===== config.mk =====
export PLATFORM = sky130hd
export DESIGN_NAME = fpflag_unit
export DESIGN_NICKNAME = d
export VERILOG_FILES = /design/src/rtl/fpflag_pkg.sv /design/src/rtl/fpflag_nan_pick.sv /design/src/rtl/fpflag_op_merge.sv /design/src/rtl/fpflag_cmd_dec.sv /design/src/rtl/fpflag_unit.sv
export SDC_FILE = /design/constraint.sdc
export NUM_CORES = 1
export LEC_CHECK = 0
export BUFFER_PORTS_ARGS = -buffer_cell sky130_fd_sc_hd__buf_2
export CORE_AREA = 2 2 75 77
export CTS_CLUSTER_SIZE = 16
export DETAILED_ROUTE_END_ITERATION = 7
export DIE_AREA = 0 0 77 79
export PLACE_DENSITY = 0.81
export SLEW_MARGIN = 20
export SYNTH_ARGS = -nofsm -noshare
export SYNTH_HDL_FRONTEND = slang
export SYNTH_SLANG_ARGS = --single-unit

===== constraint.sdc =====
create_clock -name clk -period 4.5 [get_ports clk]
set_input_delay 0.45 -clock clk [delete_from_list [all_inputs] [get_ports clk]]
set_output_delay 0.45 -clock clk [all_outputs]
set_load 0.02 [all_outputs]

===== src/rtl/fpflag_pkg.sv =====
// Package: shared constants, types and operand classifiers for the
// floating-point status flag unit. Assumes single-precision operands.
package fpflag_pkg;

    localparam int FP_W   = 32;
    localparam int EXP_W  = 8;
    localparam int MAN_W  = 23;
    localparam int NFLAG  = 6;
    localparam int CMD_W  = 16;

    // flag bit positions inside the flag register (match the command word order)
    localparam int FL_FS = 5;
    localparam int FL_FI = 4;
    localparam int FL_FV = 3;
    localparam int FL_FZ = 2;
    localparam int FL_FU = 1;
    localparam int FL_FX = 0;

    // command word field origins
    localparam int VAL_LSB  = 2;
    localparam int MASK_LSB = 10;

    // substitute result codes
    localparam logic [FP_W-1:0] NAN_QUIET = 32'h7FC0_0000;
    localparam logic [FP_W-1:0] NAN_ADD   = 32'h7FC0_0001;
    localparam logic [FP_W-1:0] NAN_MUL   = 32'h7FC0_0002;
    localparam logic [FP_W-1:0] NAN_DIV   = 32'h7FC0_0008;

    typedef enum logic [2:0] {
        OP_ADD  = 3'd0,
        OP_SUB  = 3'd1,
        OP_MUL  = 3'd2,
        OP_DIV  = 3'd3,
        OP_MADD = 3'd4,
        OP_MSUB = 3'd5,
        OP_CMP  = 3'd6,
        OP_CVT  = 3'd7
    } op_kind_e;

    typedef struct packed {
        logic             sign;
        logic [EXP_W-1:0] expo;
        logic [MAN_W-1:0] man;
    } fp_t;

    // exponent all ones with non-zero fraction
    function automatic logic is_nan(input fp_t v);
        return (&v.expo) && (|v.man);
    endfunction

    // exponent all ones with zero fraction
    function automatic logic is_inf(input fp_t v);
        return (&v.expo) && !(|v.man);
    endfunction

    // zero after squashing input denormals (exponent field zero)
    function automatic logic is_zero_sq(input fp_t v);
        return !(|v.expo);
    endfunction

endpackage


===== src/rtl/fpflag_nan_pick.sv =====
// Module: fpflag_nan_pick
// Chooses the delivered result word. When the invalid indication is
// present, replaces the raw result with an operation-specific NaN code.
// Assumes: purely combinational; operands are raw single-precision words.
module fpflag_nan_pick
    import fpflag_pkg::*;
(
    input  logic [2:0]      kind_i,
    input  logic [FP_W-1:0] a_i,
    input  logic [FP_W-1:0] b_i,
    input  logic [FP_W-1:0] c_i,
    input  logic [FP_W-1:0] raw_i,
    input  logic            invalid_i,
    output logic [FP_W-1:0] res_o
);

    fp_t      a_f, b_f, c_f;
    op_kind_e kind;
    logic     any_nan_ab, any_nan_abc, inf_times_zero, inf_clash, addend_flip;

    // Operand classification shared by all branches
    always_comb begin
        a_f            = fp_t'(a_i);
        b_f            = fp_t'(b_i);
        c_f            = fp_t'(c_i);
        kind           = op_kind_e'(kind_i);
        any_nan_ab     = is_nan(a_f) || is_nan(b_f);
        any_nan_abc    = any_nan_ab || is_nan(c_f);
        inf_times_zero = (is_inf(a_f) && is_zero_sq(b_f)) ||
                         (is_zero_sq(a_f) && is_inf(b_f));
        addend_flip    = (kind == OP_MSUB);
        inf_clash      = ((&a_f.expo) || (&b_f.expo)) && (&c_f.expo) &&
                         (a_f.sign ^ b_f.sign ^ c_f.sign ^ addend_flip);
    end

    // Result substitution by operation class
    always_comb begin
        res_o = raw_i;
        if (invalid_i) begin
            unique case (kind)
                OP_ADD, OP_SUB: if (!any_nan_ab) res_o = NAN_ADD;
                OP_MUL:         if (!any_nan_ab) res_o = NAN_MUL;
                OP_DIV:         if (!any_nan_ab) res_o = NAN_DIV;
                OP_MADD, OP_MSUB: begin
                    if (any_nan_abc)         res_o = NAN_QUIET;
                    else if (inf_times_zero) res_o = NAN_MUL;
                    else if (inf_clash)      res_o = NAN_ADD;
                end
                default: res_o = raw_i;
            endcase
        end
    end

endmodule


===== src/rtl/fpflag_op_merge.sv =====
// Module: fpflag_op_merge
// Computes the flag register value after a completed operation: the
// summary bit is rewritten, the other five only accumulate.
// Assumes: exc_i is {invalid, overflow, underflow, out-denormal, div0, inexact}.
module fpflag_op_merge
    import fpflag_pkg::*;
(
    input  logic [NFLAG-1:0] cur_i,
    input  logic [5:0]       exc_i,
    output logic [NFLAG-1:0] nxt_o
);

    logic inv, ovf, unf, odn, dz, inx;

    // Unpack indications and fold them into the flags
    always_comb begin
        {inv, ovf, unf, odn, dz, inx} = exc_i;
        nxt_o        = cur_i;
        nxt_o[FL_FS] = |exc_i;
        nxt_o[FL_FI] = cur_i[FL_FI] | inv;
        nxt_o[FL_FV] = cur_i[FL_FV] | ovf;
        nxt_o[FL_FZ] = cur_i[FL_FZ] | dz;
        nxt_o[FL_FU] = cur_i[FL_FU] | unf | odn;
        nxt_o[FL_FX] = cur_i[FL_FX] | inx | odn;
    end

endmodule


===== src/rtl/fpflag_cmd_dec.sv =====
// Module: fpflag_cmd_dec
// Decodes a packed value/mask command word into the next flag register
// value. Flags above inexact take value AND mask; inexact is replaced only
// when its mask is set.
// Assumes: word layout values at VAL_LSB.., masks at MASK_LSB.. .
module fpflag_cmd_dec
    import fpflag_pkg::*;
(
    input  logic [NFLAG-1:0] cur_i,
    input  logic [CMD_W-1:0] word_i,
    output logic [NFLAG-1:0] nxt_o
);

    logic unused_bits;
    assign unused_bits = ^{word_i[MASK_LSB-1:VAL_LSB+NFLAG], word_i[VAL_LSB-1:0]};

    // Masked-and fields for summary through underflow
    for (genvar i = 1; i < NFLAG; i++) begin : g_and
        assign nxt_o[i] = word_i[VAL_LSB+i] & word_i[MASK_LSB+i];
    end

    // Inexact: clear-then-set under its own mask, otherwise keep
    assign nxt_o[FL_FX] = word_i[MASK_LSB+FL_FX] ? word_i[VAL_LSB+FL_FX] : cur_i[FL_FX];

endmodule


===== src/rtl/fpflag_unit.sv =====
// Module: fpflag_unit (top)
// Holds the floating-point status flags, updates them on each completed
// operation or software command, and registers the NaN-corrected result.
// Assumes: synchronous active-low reset; a command takes precedence over a
// completion in the same cycle; result latency is one cycle.
module fpflag_unit
    import fpflag_pkg::*;
(
    input  logic                  clk,
    input  logic                  rst_n,
    input  logic                  op_done_i,
    input  logic [2:0]            op_kind_i,
    input  logic [31:0]           opa_i,
    input  logic [31:0]           opb_i,
    input  logic [31:0]           opc_i,
    input  logic [31:0]           raw_res_i,
    input  logic                  exc_invalid_i,
    input  logic                  exc_overflow_i,
    input  logic                  exc_underflow_i,
    input  logic                  exc_out_denorm_i,
    input  logic                  exc_divzero_i,
    input  logic                  exc_inexact_i,
    input  logic                  upd_en_i,
    input  logic [15:0]           upd_word_i,
    output logic                  res_valid_o,
    output logic [31:0]           res_o,
    output logic [5:0]            flags_o
);

    logic [NFLAG-1:0] flags_q, flags_op, flags_cmd;
    logic [FP_W-1:0]  res_d, res_q;
    logic             valid_q;
    logic [5:0]       exc_vec;

    assign exc_vec = {exc_invalid_i, exc_overflow_i, exc_underflow_i,
                      exc_out_denorm_i, exc_divzero_i, exc_inexact_i};

    fpflag_nan_pick u_pick (
        .kind_i    (op_kind_i),
        .a_i       (opa_i),
        .b_i       (opb_i),
        .c_i       (opc_i),
        .raw_i     (raw_res_i),
        .invalid_i (exc_invalid_i),
        .res_o     (res_d)
    );

    fpflag_op_merge u_merge (
        .cur_i (flags_q),
        .exc_i (exc_vec),
        .nxt_o (flags_op)
    );

    fpflag_cmd_dec u_cmd (
        .cur_i  (flags_q),
        .word_i (upd_word_i),
        .nxt_o  (flags_cmd)
    );

    // Flag register: command first, then completion, else hold
    always_ff @(posedge clk) begin
        if (!rst_n)          flags_q <= '0;
        else if (upd_en_i)   flags_q <= flags_cmd;
        else if (op_done_i)  flags_q <= flags_op;
    end

    // Result register and its valid pulse
    always_ff @(posedge clk) begin
        if (!rst_n) begin
            valid_q <= 1'b0;
            res_q   <= '0;
        end else begin
            valid_q <= op_done_i;
            if (op_done_i) res_q <= res_d;
        end
    end

    assign res_valid_o = valid_q;
    assign res_o       = res_q;
    assign flags_o     = flags_q;

    AST_VALID_FOLLOWS: assert property (@(posedge clk) disable iff (!rst_n)
        op_done_i |=> res_valid_o);
    AST_NO_SPURIOUS_VALID: assert property (@(posedge clk) disable iff (!rst_n)
        !op_done_i |=> !res_valid_o);
    AST_PASS_NO_INVALID: assert property (@(posedge clk) disable iff (!rst_n)
        (op_done_i && !exc_invalid_i) |=> res_o == $past(raw_res_i));
    AST_SUMMARY_REWRITE: assert property (@(posedge clk) disable iff (!rst_n)
        (op_done_i && !upd_en_i) |=> flags_o[5] == $past(|exc_vec));
    AST_STICKY_NEVER_CLEAR: assert property (@(posedge clk) disable iff (!rst_n)
        (op_done_i && !upd_en_i) |=>
            ((flags_o[4:0] & $past(flags_o[4:0])) == $past(flags_o[4:0])));
    AST_IDLE_HOLD: assert property (@(posedge clk) disable iff (!rst_n)
        (!op_done_i && !upd_en_i) |=> $stable(flags_o));
    AST_CMD_MASKED: assert property (@(posedge clk) disable iff (!rst_n)
        upd_en_i |=> flags_o[5:1] == $past(upd_word_i[7:3] & upd_word_i[15:11]));
    AST_FX_UNMASKED_KEEP: assert property (@(posedge clk) disable iff (!rst_n)
        (upd_en_i && !upd_word_i[10]) |=> flags_o[0] == $past(flags_o[0]));

endmodule


==> results of run 1 <==
-- sequential cells by signal, summed over array words and instances, names as in the netlist --
| register | count |
|---|---|
| flags_o | 6 |
| res_o | 32 |
| res_valid_o | 1 |
-- layer usage --
metal / vias up / track usage / share of wire
met5: - / 0 / 0
met4: 0 / 0.0536 / 0.0091
met3: 6 / 0.0443 / 0.062
met2: 98 / 0.390 / 0.49
met1: 1242 / 0.296 / 0.44
li1: 1323 / - / -
-- cells in the mapped netlist (2+ instances only) --
library cell,count
nor2_1,29
nor4_2,3
nand2_1,14
nand4_1,11
dfxtp_1,39
o21ai_1,2
and3_1,3
o211ai_1,3
a31oi_1,6
nor4_1,17
o221ai_1,8
a21oi_1,24
clkbuf_1,11
o21a_1,9
nor3_1,3
buf_6,3
a22o_1,20
o21ai_0,16
inv_1,5
-- power breakdown --
| group | internal, mW | switching [mW] |
|---|---|---|
| Sequential | 0.370 | 0.0122 |
| Clock | 0.222 | 0.125 |
| Combinational | 0.0979 | 0.113 |
| Total | 0.690 | 0.251 |
-- path summary, 6_finish.rpt --
check / startpoint / end / slack, ps / depth (start not counted)
worst min register to register: res_o[6] / res_o[6] / 480 / 1
worst max register to register: flags_o[5] / flags_o[5] / 3660 / 4
worst max-delay path: opa_i[1] / res_o[12] / 2030 / 8
worst min-delay path: raw_res_i[15] / res_o[15] / 370 / 2
-- final cells by class --
class	instances	area, µm²	share of cell area
clock inverters	2	60.1	0.0190
multi-input cells	187	1170	0.372
flip-flops and latches	39	781	0.247
inverters	5	18.8	0.00594
well taps	72	90.1	0.0285
repair buffers	192	963	0.305
clock buffers	6	72.6	0.0230
-- through the flow --
stage                     hold slack (ps)  setup slack [ps]  utilization  std cells  instance area (µm²)
after floorplan                       576              2640            -        247                 2060
after global placement                457              1780        0.567        495                 3030
after detailed placement              459              1720        0.567        495                 3030
after CTS                             361              2020        0.592        503                 3160
after global routing                  361              1800        0.592        503                 3160
final                                 365              2030        0.592        503                 3160
-- logic make-up (layout without fill, tap and decap cells) --
family          after synthesis  count (layout)  synth area share
buf+inv                      21             205            0.0510
mux                           1               1           0.00546
flops                        39              39             0.379
simple gates                 85              85             0.214
compound gates               99              99             0.336
xor+xnor                      2               2            0.0152
==> summary.txt, run 1 <==
Drt
  – Drt via density: 5.31
  – Drc violations: 0
  – ANT nets after route: 0
  – DR iter-0 viols: 185
  – Via count: 2,669
  – WL final: 7180 µm
  – First-pass DRT Iterations: 4
  – DR WL/cell: 14.3 µm

Placed design
  – Dpl hpwl: 5600 µm
  – RePlAce Congestion: slightly above 0.8
  – Port bufs: between 150 and 200

Logic synthesis
  – Synth top area cells: dfxtp_1, a22o_1, a21oi_1
  – Top FF cell, synth: dfxtp_1
  – Area share of the largest cell type after synthesis: 0.379
  – EDFF count, synth: 0
  – Async set or reset register ratio after synthesis: 0
  – Distinct cells, synth: 40
  – Register area share after synthesis: 0.379
  – Post-synthesis area per instance: about 8.3 µm²
  – Mapped Cells: 247
  – Post-synth net total: 404
  – Seq cells post-synth: 39
  – Synth area leader: dfxtp_1
  – Synth Warn #: 0
  – Mapped Area: 0.00206 mm²

Clock network
  – Clock tree from TritonCTS: yes
  – Clk_lat worst skew: 280 ps
  – Clk root buf: clkbuf_8
  – Longest Clk Path Bufs: 2
  – Clk slew on worst S/H paths: 80 ps
  – CTS sink count: 39
  – Post_cts resized: 0
  – Hold_buf cts: 0
  – Clock buffer count from CTS: 5
  – H-tree levels: 2
  – Post-CTS setup buffers: 0

STA
  – Slew Viols, Final: 0
  – Fmax: approximately 400 MHz
  – Actual slew at the worst max-slew pin: 844 ps
  – Worst slew margin relative to its limit: 0.437
  – Final setup vio count: 0
  – Sum Neg Setup Slack: 0 ps
  – Max Clock Skew: 0 ps
  – RSZ-0062 raised after global routing: false
  – Post-layout minimum cycle time: about 2500 ps
  – Hold violation total from the final report: 0
  – Crit share post-route: 0.549

Floorplanning
  – Placeable Area: 0.00534 mm²
  – Die H: between 70 and 80 µm
  – # IOs: 196
  – Chip width: 77 µm
  – Die area: 0.00608 mm²
  – Row count: 27
  – Starting Density: 0.386

Layout
  – Fillers: 513
  – Final net count: 587
  – Synth-to-layout area growth: 53.4%
  – N_diodes: 0
  – Share of layout cells above drive strength 1: 0.478
  – Most frequent cells in the layout: buf_2, dfxtp_1, nor2_1, a21oi_1, a22o_1
  – Most common cell after layout, fill and taps aside: buf_2

Critical path
  – Worst Path Class, Setup: in2reg
  – Buf+Inv Stages, Crit Path: 1
  – Worst endpoint required time: about 4700 ps
  – Crit-path cells: buf_2 > nor4_1 > nand4_1 > nor2_1 > o31a_2 > a41oi_2 > o22ai_2 > a22o_1
  – Critical Path Source Type: input pin
  – Crit Path Max Fanout: 20
  – CP Capture Type: register
  – CP max stage cell: o22ai_2
  – CP arrival: around 2700 ps
  – Worst path top cell family by delay: compound AO/OA/AOI/OAI gates
  – Largest stage delay, worst path: 660 ps

Job
  – Max Cap Viol: 0

Global routing
  – Vias in the first global route: 2,499
  – Tot GR Track Use: 0.227
  – First-pass GRT wire length: approximately 11,000 µm
  – Antenna violations before repair: 0
  – Largest net degree at the start of global routing: 34
  – Total grt overflow: 0

Power and ir drop
  – Power per cell area: 297 mW/mm²
  – Total power: 940 µW
  – Leakage: 1.56 nW
  – Peak supply drop: 0.216 mV

Min path
  – Worst min-delay path category: in2reg

Run status
  – Status: finished, final reports clean
Note: power is estimated with default switching activity, not from simulation.
==> run 2: changes to the inputs <==
CORE_AREA = unset   (was 2 2 75 77)
CORE_MARGIN = 1.5   (was unset)
CORE_UTILIZATION = 37   (was unset)
DIE_AREA = unset   (was 0 0 77 79)
PLACE_DENSITY = 0.77   (was 0.81)
clock period = 2.5 ns   (was 4.5 ns; I/O delays follow)
==> summary.txt, run 2 (synthesis gave the netlist of run 1 again) <==
Run status
  – Status: finished, final reports clean

Floorplanning
  – Placeable Area: 0.00524 mm² (-1.9%)
  – Die H: 77.6 µm (-1.7%)
  – Row count: 26 (-3.7%)
  – # IOs: 196 (unchanged)
  – Die area: 0.00603 mm² (-0.93%)
  – Chip width: 77.6 µm (+0.82%)
  – Starting Density: 0.393 (+0.00738)

Layout
  – Post-route insts no fill: 505 (+0.40%)
  – Max FFs per register: 32 (unchanged)
  – Share of layout cells above drive strength 1: 0.483 (+0.00480)
  – Fillers: 501 (-2.3%)
  – Multi-input gate area: 0.00117 mm² (unchanged)
  – Most common cell after layout, fill and taps aside: buf_2
  – N_diodes: 0 (unchanged)
  – FF/Latch Area: 781 µm² (unchanged)
  – Final net count: 591 (+0.68%)
  – Synth-to-layout area growth: 54.7%
  – Most frequent cells in the layout: buf_2, dfxtp_1, nor2_1, a21oi_1, a22o_1

Clock network
  – Clock tree from TritonCTS: yes
  – Clk_lat worst skew: 280 ps (about the same)
  – Post-CTS setup buffers: 0 (unchanged)
  – Clk slew on worst S/H paths: 80 ps (about the same)
  – Hold_buf cts: 0 (unchanged)
  – Longest Clk Path Bufs: 2 (unchanged)
  – Post_cts resized: 0 (unchanged)
  – Clock buffer count from CTS: 5 (unchanged)
  – CTS sink count: 39 (unchanged)
  – Clk root buf: clkbuf_8
  – H-tree levels: 2 (unchanged)

STA
  – Crit share post-route: 0.759
  – Final setup vio count: 0 (unchanged)
  – RSZ-0062 raised after global routing: false
  – Post-route setup slack: 601 ps (-1430 ps)
  – Worst slew margin relative to its limit: 0.689 (+0.251)
  – Slew Viols, Final: 0 (unchanged)
  – Sum Neg Setup Slack: 0 ps (unchanged)
  – Actual slew at the worst max-slew pin: 466 ps (-378 ps)
  – Post-layout minimum cycle time: 1900 ps
  – Max Clock Skew: 0 ps (unchanged)
  – Fmax: about 530 MHz
  – Hold violation total from the final report: 0 (unchanged)

Power and ir drop
  – Peak supply drop: 0.390 mV (+81%)
  – Leakage: 1.58 nW (+1.2%)
  – Power per cell area: 528 mW/mm² (+78%)
  – Total power: 1.68 mW (+79%)

Drt
  – First-pass DRT Iterations: 4 (unchanged)
  – Drc violations: 0 (unchanged)
  – ANT nets after route: 0 (unchanged)
  – DR WL/cell: 13.8 µm (-3.6%)
  – DR iter-0 viols: 160 (-14%)
  – Drt via density: 5.21 (-1.8%)
  – WL final: 6950 µm (-3.2%)
  – Via count: 2,631 (-1.4%)

Placed design
  – Dpl hpwl: 5500 µm (-1.7%)
  – Port bufs: 191 (unchanged)
  – DP Cell Count: 497 (+0.40%)
  – RePlAce Congestion: 0.795 (-2.6%)
  – Pre-CTS WS: 338 ps (-1390 ps)

Critical path
  – Worst r2r path cells: 4 (unchanged)
  – Worst Path Class, Setup: in2reg
  – FF-to-FF Start: flags_o[5]
  – Reg2reg end: flags_o[5]
  – Crit Path Max Fanout: 13 (-35%)
  – CP Capture Type: register
  – CP arrival: 2070 ps (-620 ps)
  – Setup crit start: opb_i[1]
  – Critical Path Source Type: input pin
  – Worst endpoint required time: 2670 ps (-2050 ps)
  – R2R setup slack: 1670 ps (-1990 ps)
  – Crit path capture: res_o[22]

Min path
  – Worst min-delay path category: in2reg

Global routing
  – Antenna violations before repair: 0 (unchanged)
  – Tot GR Track Use: 0.220 (-0.00735)
  – Total grt overflow: 0 (unchanged)
  – Largest net degree at the start of global routing: 25 (-26%)
  – First-pass GRT wire length: 10,900 µm (-4.9%)
  – Vias in the first global route: 2,420 (-3.2%)

Job
  – Max Cap Viol: 0 (unchanged)
## run 2: area by class of cell
cell class              instances  area share
clock inverters                 2      0.0188
well taps                      70      0.0275
multi-input cells             187       0.369
flip-flops and latches         39       0.245
repair buffers                196       0.312
clock buffers                   6      0.0228
inverters                       5     0.00589
## run 2: per-stage QoR
step / utilization / hold WS [ps] / area (µm²)
6_report: 0.609 / 172 / 3190
4_1_cts: 0.609 / 164 / 3190
3_3_place_gp: 0.583 / 456 / 3060
5_1_grt: 0.609 / 172 / 3190
2_1_floorplan: - / 376 / 2060
3_5_place_dp: 0.583 / 461 / 3060
## run 2: power breakdown
part,internal [mW],switching (mW)
Combinational,0.180,0.202
Clock,0.399,0.216
Sequential,0.666,0.0217
## run 2: worst min-delay path by stage
| stage | start | to | cells past startpoint |
|---|---|---|---|
| after floorplan | raw_res_i[12] | res_o[12] | 1 |
| after global placement | res_o[14] | res_o[14] | 1 |
| after detailed placement | res_o[11] | res_o[11] | 1 |
| after CTS | raw_res_i[16] | res_o[16] | 2 |
| after global routing | raw_res_i[5] | res_o[5] | 2 |
| final | raw_res_i[18] | res_o[18] | 2 |
## run 2: routing by layer
layer	track usage	wire [µm]	vias to the layer above
li1	-	-	1333
met1	0.286	3120	1177
met2	0.367	3310	109
met3	0.0388	411	12
met4	0.0691	113	0
met5	0	0	-
## run 2: worst max-delay path: stages
cell and delay [ps]:
buf_2 110, nor4_2 260, nand4_1 180, o21ai_1 180, o31a_2 320, nand4_1 370
o21ai_0 310, a21oi_1 100
